### config.mk
export PLATFORM = sky130hd
export DESIGN_NAME = topmem_shield
export DESIGN_NICKNAME = d
export VERILOG_FILES = /design/src/rtl/topmem_shield_pkg.sv /design/src/rtl/topmem_size_decode.sv /design/src/rtl/topmem_ctrl.sv /design/src/rtl/topmem_datapath.sv /design/src/rtl/topmem_shield.sv
export SDC_FILE = /design/constraint.sdc
export NUM_CORES = 1
export LEC_CHECK = 0
export ABC_AREA = 1
export CAP_MARGIN = 20
export CORE_UTILIZATION = 29
export CTS_CLUSTER_SIZE = 30
export DETAILED_ROUTE_END_ITERATION = 6
export PLACE_DENSITY = 0.95
export SLEW_MARGIN = 20
export SYNTH_ARGS = -nofsm -noshare
export SYNTH_HDL_FRONTEND = slang
export SYNTH_SLANG_ARGS = --single-unit
### constraint.sdc
create_clock -name clk -period 11.52 [get_ports clk]
set_input_delay 2.88 -clock clk [delete_from_list [all_inputs] [get_ports clk]]
set_output_delay 2.88 -clock clk [all_outputs]
set_load 0.02 [all_outputs]
### src/rtl/topmem_shield_pkg.sv
package topmem_shield_pkg;

  typedef struct packed {
    logic fwd;        // request goes to RAM port this cycle
    logic dropWrite;  // write swallowed this cycle
    logic readDue;    // registered: read response this cycle
    logic maskDue;    // registered: response must be filled
  } ctrlStrobe_t;

  localparam logic [2:0] SZ_1MB = 3'b000;
  localparam logic [2:0] SZ_2MB = 3'b001;
  localparam logic [2:0] SZ_8MB = 3'b010;
  localparam logic [2:0] SZ_EXT = 3'b111;

  localparam logic [7:0] BLOCK_FILL = 8'hFF;

endpackage

### src/rtl/topmem_size_decode.sv
module topmem_size_decode
  import topmem_shield_pkg::*;
#(
  parameter int RAM_MB = 128,
  parameter int EXT_W  = 12,
  parameter int IDX_W  = $clog2(RAM_MB)
) (
  input  logic [2:0]       sizeCode,
  input  logic [EXT_W-1:0] extSizeMb,
  output logic             segActive,
  output logic [IDX_W-1:0] startMb
);

  localparam int SZ_A = (EXT_W > 4) ? EXT_W : 4;
  localparam int SZ_W = (SZ_A > IDX_W) ? SZ_A : IDX_W + 1;

  logic [SZ_W-1:0] sizeMb;
  logic            coversAll;

  always_comb begin
    case (sizeCode)
      SZ_1MB:  sizeMb = SZ_W'(1);
      SZ_2MB:  sizeMb = SZ_W'(2);
      SZ_8MB:  sizeMb = SZ_W'(8);
      SZ_EXT:  sizeMb = SZ_W'(extSizeMb);
      default: sizeMb = '0;
    endcase
  end

  assign coversAll = (sizeMb >= SZ_W'(RAM_MB));

  always_comb begin
    segActive = (sizeMb != '0);
    if (coversAll) startMb = '0;
    else           startMb = IDX_W'(RAM_MB) - sizeMb[IDX_W-1:0];
  end

endmodule

### src/rtl/topmem_ctrl.sv
module topmem_ctrl
  import topmem_shield_pkg::*;
(
  input  logic        clk,
  input  logic        rstN,
  input  logic        globalEnable,
  input  logic        segmentEnable,
  input  logic        closeSeg,
  input  logic        reqValid,
  input  logic        reqWrite,
  input  logic        reqPriv,
  input  logic        hit,
  output ctrlStrobe_t strobe
);

  logic guardOn;
  logic readQ, maskQ;

  assign guardOn = globalEnable && segmentEnable && hit && (!reqPriv || closeSeg);

  always_ff @(posedge clk) begin
    if (!rstN) begin
      readQ <= 1'b0;
      maskQ <= 1'b0;
    end else begin
      readQ <= reqValid && !reqWrite;
      maskQ <= reqValid && !reqWrite && guardOn;
    end
  end

  always_comb begin
    strobe.fwd       = reqValid && !guardOn;
    strobe.dropWrite = reqValid && reqWrite && guardOn;
    strobe.readDue   = readQ;
    strobe.maskDue   = maskQ;
  end

  a_r7_priv_open_fwd: assert property (@(posedge clk) disable iff (!rstN)
    reqValid && reqPriv && !closeSeg |-> strobe.fwd);

  a_r6_disabled_fwd: assert property (@(posedge clk) disable iff (!rstN)
    reqValid && !(globalEnable && segmentEnable) |-> strobe.fwd);

endmodule

### src/rtl/topmem_datapath.sv
module topmem_datapath
  import topmem_shield_pkg::*;
#(
  parameter int RAM_MB  = 128,
  parameter int MB_LOG2 = 20,
  parameter int IDX_W   = $clog2(RAM_MB),
  parameter int ADDR_W  = IDX_W + MB_LOG2
) (
  input  logic              clk,
  input  logic              rstN,
  input  ctrlStrobe_t       strobe,
  input  logic              segActive,
  input  logic [IDX_W-1:0]  startMb,
  input  logic [ADDR_W-1:0] reqAddr,
  input  logic              reqWrite,
  input  logic [7:0]        reqWdata,
  output logic              hit,
  output logic              ramValid,
  output logic              ramWrite,
  output logic [ADDR_W-1:0] ramAddr,
  output logic [7:0]        ramWdata,
  input  logic [7:0]        ramRdata,
  output logic              rspValid,
  output logic [7:0]        rspRdata
);

  logic [IDX_W-1:0] mbIndex;
  logic             inRam;

  assign mbIndex = reqAddr[ADDR_W-1:MB_LOG2];

  generate
    if ((1 << IDX_W) == RAM_MB) begin : g_pow2
      assign inRam = 1'b1;
    end else begin : g_partial
      assign inRam = (mbIndex < IDX_W'(RAM_MB));
    end
  endgenerate

  assign hit = segActive && inRam && (mbIndex >= startMb);

  assign ramValid = strobe.fwd;
  assign ramWrite = strobe.fwd && reqWrite;
  assign ramAddr  = reqAddr;
  assign ramWdata = reqWdata;

  assign rspValid = strobe.readDue;
  assign rspRdata = strobe.maskDue ? BLOCK_FILL : ramRdata;

  a_r5_ram_idle_on_drop: assert property (@(posedge clk) disable iff (!rstN)
    strobe.dropWrite |-> !ramValid && !ramWrite);

endmodule

### src/rtl/topmem_shield.sv
module topmem_shield
  import topmem_shield_pkg::*;
#(
  parameter int RAM_MB  = 128,
  parameter int MB_LOG2 = 20,
  parameter int EXT_W   = 12,
  parameter int ADDR_W  = $clog2(RAM_MB) + MB_LOG2
) (
  input  logic              clk,
  input  logic              rstN,
  input  logic              globalEnable,
  input  logic              segmentEnable,
  input  logic              closeSeg,
  input  logic [2:0]        sizeCode,
  input  logic [EXT_W-1:0]  extSizeMb,
  input  logic              reqValid,
  input  logic              reqWrite,
  input  logic              reqPriv,
  input  logic [ADDR_W-1:0] reqAddr,
  input  logic [7:0]        reqWdata,
  output logic              rspValid,
  output logic [7:0]        rspRdata,
  output logic              ramValid,
  output logic              ramWrite,
  output logic [ADDR_W-1:0] ramAddr,
  output logic [7:0]        ramWdata,
  input  logic [7:0]        ramRdata
);

  localparam int IDX_W = $clog2(RAM_MB);

  ctrlStrobe_t      strobe;
  logic             segActive;
  logic [IDX_W-1:0] startMb;
  logic             hit;

  topmem_size_decode #(.RAM_MB(RAM_MB), .EXT_W(EXT_W), .IDX_W(IDX_W)) u_size (
    .sizeCode (sizeCode),
    .extSizeMb(extSizeMb),
    .segActive(segActive),
    .startMb  (startMb)
  );

  topmem_ctrl u_ctrl (
    .clk          (clk),
    .rstN         (rstN),
    .globalEnable (globalEnable),
    .segmentEnable(segmentEnable),
    .closeSeg     (closeSeg),
    .reqValid     (reqValid),
    .reqWrite     (reqWrite),
    .reqPriv      (reqPriv),
    .hit          (hit),
    .strobe       (strobe)
  );

  topmem_datapath #(.RAM_MB(RAM_MB), .MB_LOG2(MB_LOG2), .IDX_W(IDX_W), .ADDR_W(ADDR_W)) u_dp (
    .clk      (clk),
    .rstN     (rstN),
    .strobe   (strobe),
    .segActive(segActive),
    .startMb  (startMb),
    .reqAddr  (reqAddr),
    .reqWrite (reqWrite),
    .reqWdata (reqWdata),
    .hit      (hit),
    .ramValid (ramValid),
    .ramWrite (ramWrite),
    .ramAddr  (ramAddr),
    .ramWdata (ramWdata),
    .ramRdata (ramRdata),
    .rspValid (rspValid),
    .rspRdata (rspRdata)
  );

  a_r9_read_answers: assert property (@(posedge clk) disable iff (!rstN)
    reqValid && !reqWrite |=> rspValid);

  a_r9_no_stray_rsp: assert property (@(posedge clk) disable iff (!rstN)
    !(reqValid && !reqWrite) |=> !rspValid);

  a_r2_ext_zero_off: assert property (@(posedge clk) disable iff (!rstN)
    sizeCode == SZ_EXT && extSizeMb == '0 |-> !segActive);

  a_r4_fill_on_block: assert property (@(posedge clk) disable iff (!rstN)
    reqValid && !reqWrite && !reqPriv && globalEnable && segmentEnable && hit
      |=> rspRdata == BLOCK_FILL);

endmodule

Word level (Yosys, flattened, before mapping). Index checks and enable logic that the tools add are counted.

Register bits after elaboration: 2. Output and inout port bits: 46. Word-level logic and storage cells: 25.

Add/subtract/negate cells: 1. Magnitude comparators: 2. Equality and inequality tests: 3. Muxes and demuxes: 3. Reduce and logical (&&, ||, !) cells: 14.

Operator list (count): $pmux W12 S4 (1); $ge A12 B8 Y1 const B (1); $reduce_bool A12 Y1 (1); $logic_and A1 B1 Y1 (8); $mux W8 (1); $ge A7 B7 Y1 (1); $mux W7 (1); $sub A1 B7 Y7 const A (1); $eq A3 B1 Y1 const B (1); $eq A3 B2 Y1 const B (1); $eq A3 B3 Y1 const B (1); $logic_not A1 Y1 (3); $logic_not A3 Y1 (1); $logic_or A1 B1 Y1 (1).

Logic depth before layout (Yosys ltp). Gate-level depths: netlist of run 1.

Depth in word-level cells: 11. Gate-level depth with buffers: 18. Depth with buffers taken out: 18.

Cells and area by module. A second synthesis of run 1 with hierarchy kept.

Cells, all modules: 169. Area, all modules: 1002.2 µm².

Modules (own cells, without submodules): topmem_datapath (instances 1, cells an instance 85, area an instance 544.3 µm²); topmem_size_decode (instances 1, cells an instance 62, area an instance 329.1 µm²); topmem_ctrl (instances 1, cells an instance 22, area an instance 128.9 µm²).

Least setup slack after synthesis of run 1. Ideal clock, no wire load.

Path kind: input to output. Start: input port sizeCode[1]. End: output port ramWrite. Arrival: 5.054 ns. Setup slack: 3.586 ns. Stages: 17. Path buffers: 1. Path through: nand3_2 buf_6 inv_1 a21oi_4 ha_1 o21ai_1 nor2_4 nand3_2 or2_1 nand3_1 ha_1 a21o_1 nor2_1 nand3_1 nand3_2 nand2_2 nor2_1.

Longest elaborated chain between the ends: 11. Elaborated cells between the ends (all ways): 16.

RTL lines: start, declared (line topmem_shield.sv:14) `input logic [2:0] sizeCode,`; $eq A3 B3 Y1, or another cell as far along (line topmem_size_decode.sv:21) `case (sizeCode)`; $pmux W12 S4 (*) (line topmem_size_decode.sv:21); $ge A12 B8 Y1 or $sub A1 B7 Y7 (tied branches) (line topmem_size_decode.sv:30, topmem_size_decode.sv:35); $mux W7 (line topmem_size_decode.sv:34) `if (coversAll) startMb = '0;`; $ge A7 B7 Y1 (line topmem_datapath.sv:40) `assign hit = segActive && inRam && (mbIndex >= startMb);`; $logic_and A1 B1 Y1 (*) (line topmem_datapath.sv:40); $logic_and A1 B1 Y1 (*) (2 in a row) (line topmem_ctrl.sv:19) `assign guardOn = globalEnable && segmentEnable && hit && (!reqPriv || closeSeg);`; $logic_not A1 Y1 (*) (line topmem_ctrl.sv:32) `strobe.fwd = reqValid && !guardOn;`; $logic_and A1 B1 Y1 (*) (line topmem_ctrl.sv:32); $logic_and A1 B1 Y1 (*) (line topmem_datapath.sv:43) `assign ramWrite = strobe.fwd && reqWrite;`; end, declared (line topmem_shield.sv:24) `output logic ramWrite,`.

Mark *: on every way between the ends. The rest lies on a longest branch, timed or not.

Final worst setup path of run 1.
Start: input port sizeCode[0]. End: output port ramWrite.

The elaborated chain is that of the path after synthesis.

==> reports/results.txt, run 1 <==
The flow ran to the end, and the final reports show no timing, DRC or antenna violations. Of the total synthesized cell area, the portion taken by full adders, half adders and majority gates is 10.97%. The number of levels in the clock H-tree was 1. The run gives 3.256 ns as the tightest hold margin. The cell family contributing the most delay on the critical path is buffers and inverters. The parity-gate share of the synthesized area counting xor and xnor cells is 0%.

The number of hold buffers added after CTS is 0. TritonCTS built the clock tree. Entering global routing, the biggest net connects 13 pins. For the global routing usage summed across all routing layers, the log shows 12.64%.

Ranked by total cell area, the synthesized netlist is headed by buf_4 (29%), ha_1 (11%), inv_1 (9.9%), nand2_1 (7.0%), or2_2 (5.5%). Share of synthesized area spent on multiplexers: 0%. The run gives 0.6154 nW as the leakage dissipation.

Setup violations remaining at the end of the flow were counted as 0. The number of maximum-capacitance violations was 0. The library cell with the largest summed area after synthesis is buf_4.

Counting flops with a built-in enable in the synthesized netlist gives 0. After Yosys synthesis, and, or, nand and nor cells account for 34.71% of the synthesized area. In this run the worst setup path begins at sizeCode[0]. The synthesized netlist net count is 219. The die is 58.08 um tall. Once detail routing completed, the nets flagged for antenna violations numbered 0.

The tools report the number of nets at the end of the flow as 243. The number of different library cells used by synthesis comes to 24. The fraction of layout instances using a drive strength above 1 is 13.17%. The remaining max-slew budget at the tightest pin was 77.74%; the number of buffers added on ports was 55. Mean area per synthesized cell: 6.291 um2. Minimum clock period after layout: 9.071 ns.

The total overflow left after global routing is 0. The detailed router placed 906 vias in this run. Setup repair after global routing left no endpoint under its margin. Of the available clock period, the critical path in the final layout requires 78.74%. The routed design has 2121 um of wire. Dividing total power by cell area gives a power density of 58.07 nW/um2. The total negative slack is 0 ns. The end of the critical path was ramWrite. After floorplanning, the core was divided into 19 placement rows.

The tools report the hold violation count in the final report as 0. The synthesized netlist devotes 10.01% of its cell area to compound gates. Area of the core: 2877 um2. In this design, the critical path's most frequently occurring cell is nand3_2. Of all nets on the critical path, the largest fanout is 12. At the end of routability-driven placement, the weighted congestion stood at 0.7348. The proportion of synthesized chip area in sequential cells came out at 4.390%. Once the clock tree was built, the resizer swapped 0 gates to a different size. For the initial antenna violation count, the log shows 0.

Worst stage delay on the critical path: 0.62 ns. Counting both buffers and inverters, the worst setup path holds a total of 3. The main combinational cell family by area after synthesis was buffers and inverters. The run gives 912.1 um2 as the cell area after synthesis.

Cells fill 43.93% of the core in the end. The count of placed standard cells in the final layout, fillers left out is 209. The worst-case IR drop observed on VDD is 0.02299 mV. The count of pins on the block boundary is 112. STA puts the critical path data arrival time at 6.19 ns. Before antenna repair, the detailed router went through 4 iterations. Library cell contributing the largest single delay on the critical path: clkdlybuf4s50_1.

In the final routed layout, each cell accounts on average for 10.15 um. The number of antenna diodes in the final layout is 0. In this run the worst hold path is classified as in -> reg.

In the post-synthesis netlist, the cell with the most instances is buf_4. In this run, the number of DRC markers left after iteration 0 of detailed routing was 37. The register clock-pin slew on the reported worst setup and hold paths is 0.03 ns. The run gives 206 as the instance count after placement with tap cells included.

The finished cells cover 1264 um2. The critical path crosses 18 cells after its start point. The first global-routing pass estimated 3236 um of wire. The area growth from synthesis to layout came out at 38.55%.

In this run the post-CTS setup repair buffer count came out at 0. STA puts the critical path data required time at 8.64 ns. Clock tree synthesis inserted a total of 3 buffers. The tools report the sort of element at the start of the critical path as an input pin. Setup slack after placement: 2.466 ns. The async set-reset flop share out of synthesis was 0%; the clock sink total was 2.

Walking the worst path, the cells encountered are clkdlybuf4s50_1 > nand3_2 > inv_1 > a21oi_4 > ha_1 > o21ai_1 > nor2_4 > nand3_2 > or2_1 > nand3_1 > ha_1 > a21o_1 > nor2_1 > nand3_1 > nand3_2 > nand2_2 > nor2_1 > clkdlybuf4s50_1. The area fraction of the dominant cell type after synthesis was 28.81%; the slew at the pin closest to its max-slew limit was 0.3316 ns. The number of instances in the synthesized netlist was 145; the die span in x was 58.08 um. The tools report the post-route worst setup slack as 2.449 ns. The clock tree root buffer cell is clkbuf_4.

The classification of the worst setup path was in -> out. The maximum count of clock buffers along a single path was 2; the area of the die was 3373 um2. Critical path capture point type: an output port. After detailed routing, the number of remaining DRC violations is 0. The flop and latch count out of synthesis works out to 2. Among all flip-flop cells after synthesis, the most frequent one is dfxtp_1.

The run gives 0 as the number of slew-limit violations in the final report. The synthesis warning total came out at 0. The number of vias per cell works out to 4.335.

The total power of the final layout was 0.07339 mW; the half-perimeter wire length of the detailed placement result was 1906 um. The initial utilization of the core area, before any placement, comes to 31.71%. Static timing analysis puts the maximum clock frequency at 110.2 MHz. Once placement finished, the instance area stood at 1241 um2.

Counting instances in the post-synthesis netlist gives the leading cell types as buf_4 (35), inv_1 (24), nand2_1 (17). For the number of global-route vias before repair, the log shows 860.
cell usage in the layout (no fill, tap or decap), drive strengths merged:
master,synthesis,final
a21o,1,1
a21oi,8,8
clkbuf,0,3
clkdlybuf4s50,0,55
dfxtp,2,2
ha,8,8
inv,24,24
nand2,19,19
nand3,12,12
nand3b,1,1
nand4,4,4
nor2,15,15
nor3,1,1
o21a,1,1
o21ai,4,4
or2,9,9
report_power, final:
group | total (mW) | internal, mW | leakage (nW) | switching (mW)
logic | 0.0506 | 0.0275 | 0.585 | 0.0231
clock network | 0.0156 | 0.0115 | 0.0138 | 0.00406
registers | 0.00723 | 0.00716 | 0.0163 | 0.0000767
total | 0.0734 | 0.0461 | 0.615 | 0.0272
registers in the layout (all words and copies together), names as in the netlist:
name          cells
u_ctrl.readQ      1
u_ctrl.maskQ      1
cell type report:
type	instances	area (um2)
multi-input combinational	83	508.0
clock buffer	3	22.52
inverter	24	90.09
sequential	2	40.04
fill	299	1613
tap	42	52.55
timing repair buffer	55	550.5
cells by family after synthesis:
family | Yosys count
AOI/OAI and AO/OA | 14
adders and majority gates | 8
DFF | 2
and+or+nand+nor | 61
buffers and inverters | 60
per-layer routing:
| metal | up-vias | share of wire, % | GRT usage (%) |
|---|---|---|---|
| met1 | 397 | 37 | 10.99 |
| met5 | - | 0 | 0 |
| met4 | 0 | 0.61 | 4.422 |
| met3 | 4 | 7.2 | 3.348 |
| met2 | 34 | 55 | 26.77 |
| li1 | 471 | - | - |
worst min-delay path by stage:
stage / start / endpoint / cells past startpoint
2_1_floorplan: reqValid / u_ctrl.readQ$_SDFF_PN0_ / 2
3_3_place_gp: rstN / u_ctrl.readQ$_SDFF_PN0_ / 3
3_5_place_dp: rstN / u_ctrl.readQ$_SDFF_PN0_ / 3
4_1_cts: rstN / u_ctrl.maskQ$_SDFF_PN0_ / 3
5_1_grt: rstN / u_ctrl.readQ$_SDFF_PN0_ / 3
6_report: rstN / u_ctrl.maskQ$_SDFF_PN0_ / 3
Power figures use the tool's default switching activity.
==> inputs of run 2 (changes only) <==
--- a/config.mk
+++ b/config.mk
@@ -7,10 +7,10 @@
 export LEC_CHECK = 0
 export ABC_AREA = 1
 export CAP_MARGIN = 20
-export CORE_UTILIZATION = 29
+export CORE_UTILIZATION = 26
 export CTS_CLUSTER_SIZE = 30
 export DETAILED_ROUTE_END_ITERATION = 6
-export PLACE_DENSITY = 0.95
+export PLACE_DENSITY = 0.92
 export SLEW_MARGIN = 20
 export SYNTH_ARGS = -nofsm -noshare
 export SYNTH_HDL_FRONTEND = slang
==> constraint.sdc (replaced) <==
create_clock -name clk -period 9 [get_ports clk]
set_input_delay 2.25 -clock clk [delete_from_list [all_inputs] [get_ports clk]]
set_output_delay 2.25 -clock clk [all_outputs]
set_load 0.02 [all_outputs]
==> run 2 against run 1 <==
Critical path depth unchanged. Critical path type unchanged. Design area up 0.40%. Core utilization down 5.9 points. Wire length up 4.3%. Clock-buffer cell count unchanged. Highest routed layer unchanged. Sequential share of layout area about the same. Sequential power up 28%. First-iteration DRC count down 73%. Non-clock buffer count unchanged.
==> reports/results.txt, run 2 (synthesized netlist as in run 1, its figures left out) <==
The run gives 10 (-73%) as the first-iteration detailed-routing DRC count. The power per unit of standard cell area is 73.84 nW/um2 (+27%), and the setup slack after placement is 1.201 ns (-1.265 ns). Setup repair after global routing left no endpoint under its margin.

The leakage dissipation came out at 0.6154 nW (unchanged). The number of levels in the clock H-tree was 1 (unchanged); the vertical extent of the die was 61.23 um (+5.4%). The wire length of the first global-routing pass is 3208 um (-0.87%), and the area of the core is 3337 um2 (+16%). The logs give 38.02% (-5.9 points) for the utilization after layout and 0.7705 (+4.9%) for the placer's final routability congestion estimate.

The worst path in the final design needs a cycle of 7.786 ns, including I/O delays and setup. The fraction of layout instances using a drive strength above 1 came out at 13.17% (unchanged). The tools report the number of slew-limit violations in the final report as 0 (unchanged). The peak ir drop on the vdd network is 0.02246 mV (-2.3%), and the total CTS buffers is 3 (unchanged). The peak clock frequency supported by timing is 128.4 MHz, and the half-perimeter wire length of the detailed placement result is 1955 um (+2.6%). In the final layout, the registers with the most flip-flops are u_ctrl.maskQ x1, u_ctrl.readQ x1. The count of buffers added by post-CTS timing repair for setup was 0 (unchanged). The clock sink total is 2 (unchanged).

Relative to the synthesized area, the layout overhead comes to 39.09%. For the final global-route overflow total, the log shows 0 (unchanged). The tools report the number of hold buffers added after CTS as 0 (unchanged). Remaining max-slew budget at the tightest pin: 78.44% (+0.70 points).

The instance count after placement with tap cells included is 210 (+1.9%). The number of buffers added on ports came out at 55 (unchanged). The final instance area is 1269 um2 (+0.40%). The min-delay analysis places its worst path in the category in -> reg.

The library cells used most frequently in the layout, excluding fill and tap cells, are clkdlybuf4s50_1 (55), inv_1 (24), nand2_1 (17). The slowest stage of the critical path is the clkdlybuf4s50_1 cell. The count of pins on the block boundary was 112 (unchanged); the number of vias per cell was 4.315 (-0.47%). For the final routed DRC violation total, the log shows 0 (unchanged).

The register clock-pin slew on the reported worst setup and hold paths was 0.03 ns (about the same). TritonCTS built the clock tree. STA classifies the critical path startpoint as an input pin.

Post-route worst setup slack: 1.214 ns (-1.235 ns). On the critical path the largest part of the delay comes from buffers and inverters. The classification of the worst setup path is in -> out.

Total power of the final layout: 0.09369 mW (+28%). The tools report the critical path capture point type as an output port. The number of buffer and inverter instances along the worst setup path was 3 (unchanged); the maximum fanout count along the critical path was 12 (unchanged).

The tightest hold margin was 2.635 ns (-0.6208 ns); the overall routed net length was 2212 um (+4.3%). The die span in x was 61.23 um (+5.4%). The count of vias placed by the detailed router was 919 (+1.4%); the remaining number of nets flagged by the antenna check after routing was 0 (unchanged). The length of the first detailed-routing pass in iterations was 5 (+1); the count of fill cells added during filler insertion was 362 (+21%). The number of maximum-capacitance violations was 0 (unchanged); the number of resized instances in the post-cts repair step was 0 (unchanged). After layout, the worst path uses 86.51% of the clock period.

The maximum number of pins on one net before global-route repair was 13 (unchanged); the slew at the pin closest to its max-slew limit was 0.3212 ns (-0.01042 ns). The flow ran to the end, and the final reports show no timing, DRC or antenna violations. The total of endpoints with negative setup slack in the final report was 0 (unchanged). The number of nets at the end of the flow is 243 (unchanged), and the data required time of the worst path is 6.75 ns (-1.89 ns). Traced cell by cell, the critical path runs through clkdlybuf4s50_1 > nand3_2 > inv_1 > a21oi_4 > ha_1 > o21ai_1 > nor2_4 > nand3_2 > or2_1 > nand3_1 > ha_1 > a21o_1 > nor2_1 > nand3_1 > nand3_2 > nand2_2 > nor2_1 > clkdlybuf4s50_1. The instance area at placement came out at 1246 um2 (+0.40%). Maximum count of clock buffers along a single path: 2 (unchanged).

The logs give 21 (+2) for the number of rows created at floorplan and 816 (-5.1%) for the number of global-route vias before repair. The arrival time reported for the critical path endpoint came out at 5.54 ns (-0.65 ns). Counting stages on the worst path, the most repeated cell is nand3_2. The count of inserted antenna diode cells came out at 0 (unchanged). Area of the die: 3749 um2 (+11%). The starting density of the core was 27.33% (-4.4 points); the worst stage delay on the critical path was 0.62 ns (about the same). For the initial antenna violation count, the log shows 0 (unchanged). The per-cell routed wire length was 10.38 um (+2.3%). The root buffer cell chosen for the clock tree is clkbuf_4. The global routing usage summed across all routing layers was 11.69% (-0.95 points). The library cell used most frequently in the layout, excluding fill and tap cells, is clkdlybuf4s50_1.

The count of placed standard cells in the final layout, fillers left out was 213 (+1.9%); the total negative slack was 0 ns (unchanged). For the hold violation count in the final report, the log shows 0 (unchanged).
==> run 2: cell counts in the layout (fill, tap and decap cells not counted) <==
Identical to the previous run, type by type.
==> run 2: path summary, 6_finish.rpt <==
path                   startpoint                      end  depth (start not counted)
worst max-delay path  sizeCode[0]                 ramWrite                         18
worst min-delay path         rstN  u_ctrl.maskQ$_SDFF_PN0_                          3
==> run 2: layout make-up <==
cell class	instances	area [um2]	share of cell area, %
clock buffers	3	22.52	1.775
well taps	46	57.56	4.536
multi-input cells	83	508.0	40.04
inverters	24	90.09	7.101
flip-flops and latches	2	40.04	3.156
repair buffers	55	550.5	43.39
==> run 2: power by group <==
part	total [mW]	leakage (nW)	switching (mW)	internal, mW
Combinational	0.0647	0.585	0.0296	0.0352
Sequential	0.00928	0.0163	0.000112	0.00917
Clock	0.0197	0.0138	0.00497	0.0147
Total	0.0937	0.615	0.0347	0.0590
==> run 2: metal layers <==
| layer | track usage [%] | wire length (um) | vias to the layer above |
|---|---|---|---|
| li1 | - | - | 467 |
| met1 | 10.94 | 812 | 407 |
| met2 | 22.98 | 1177 | 37 |
| met3 | 3.361 | 177 | 8 |
| met4 | 5.519 | 44 | 0 |
| met5 | 0 | 0 | - |
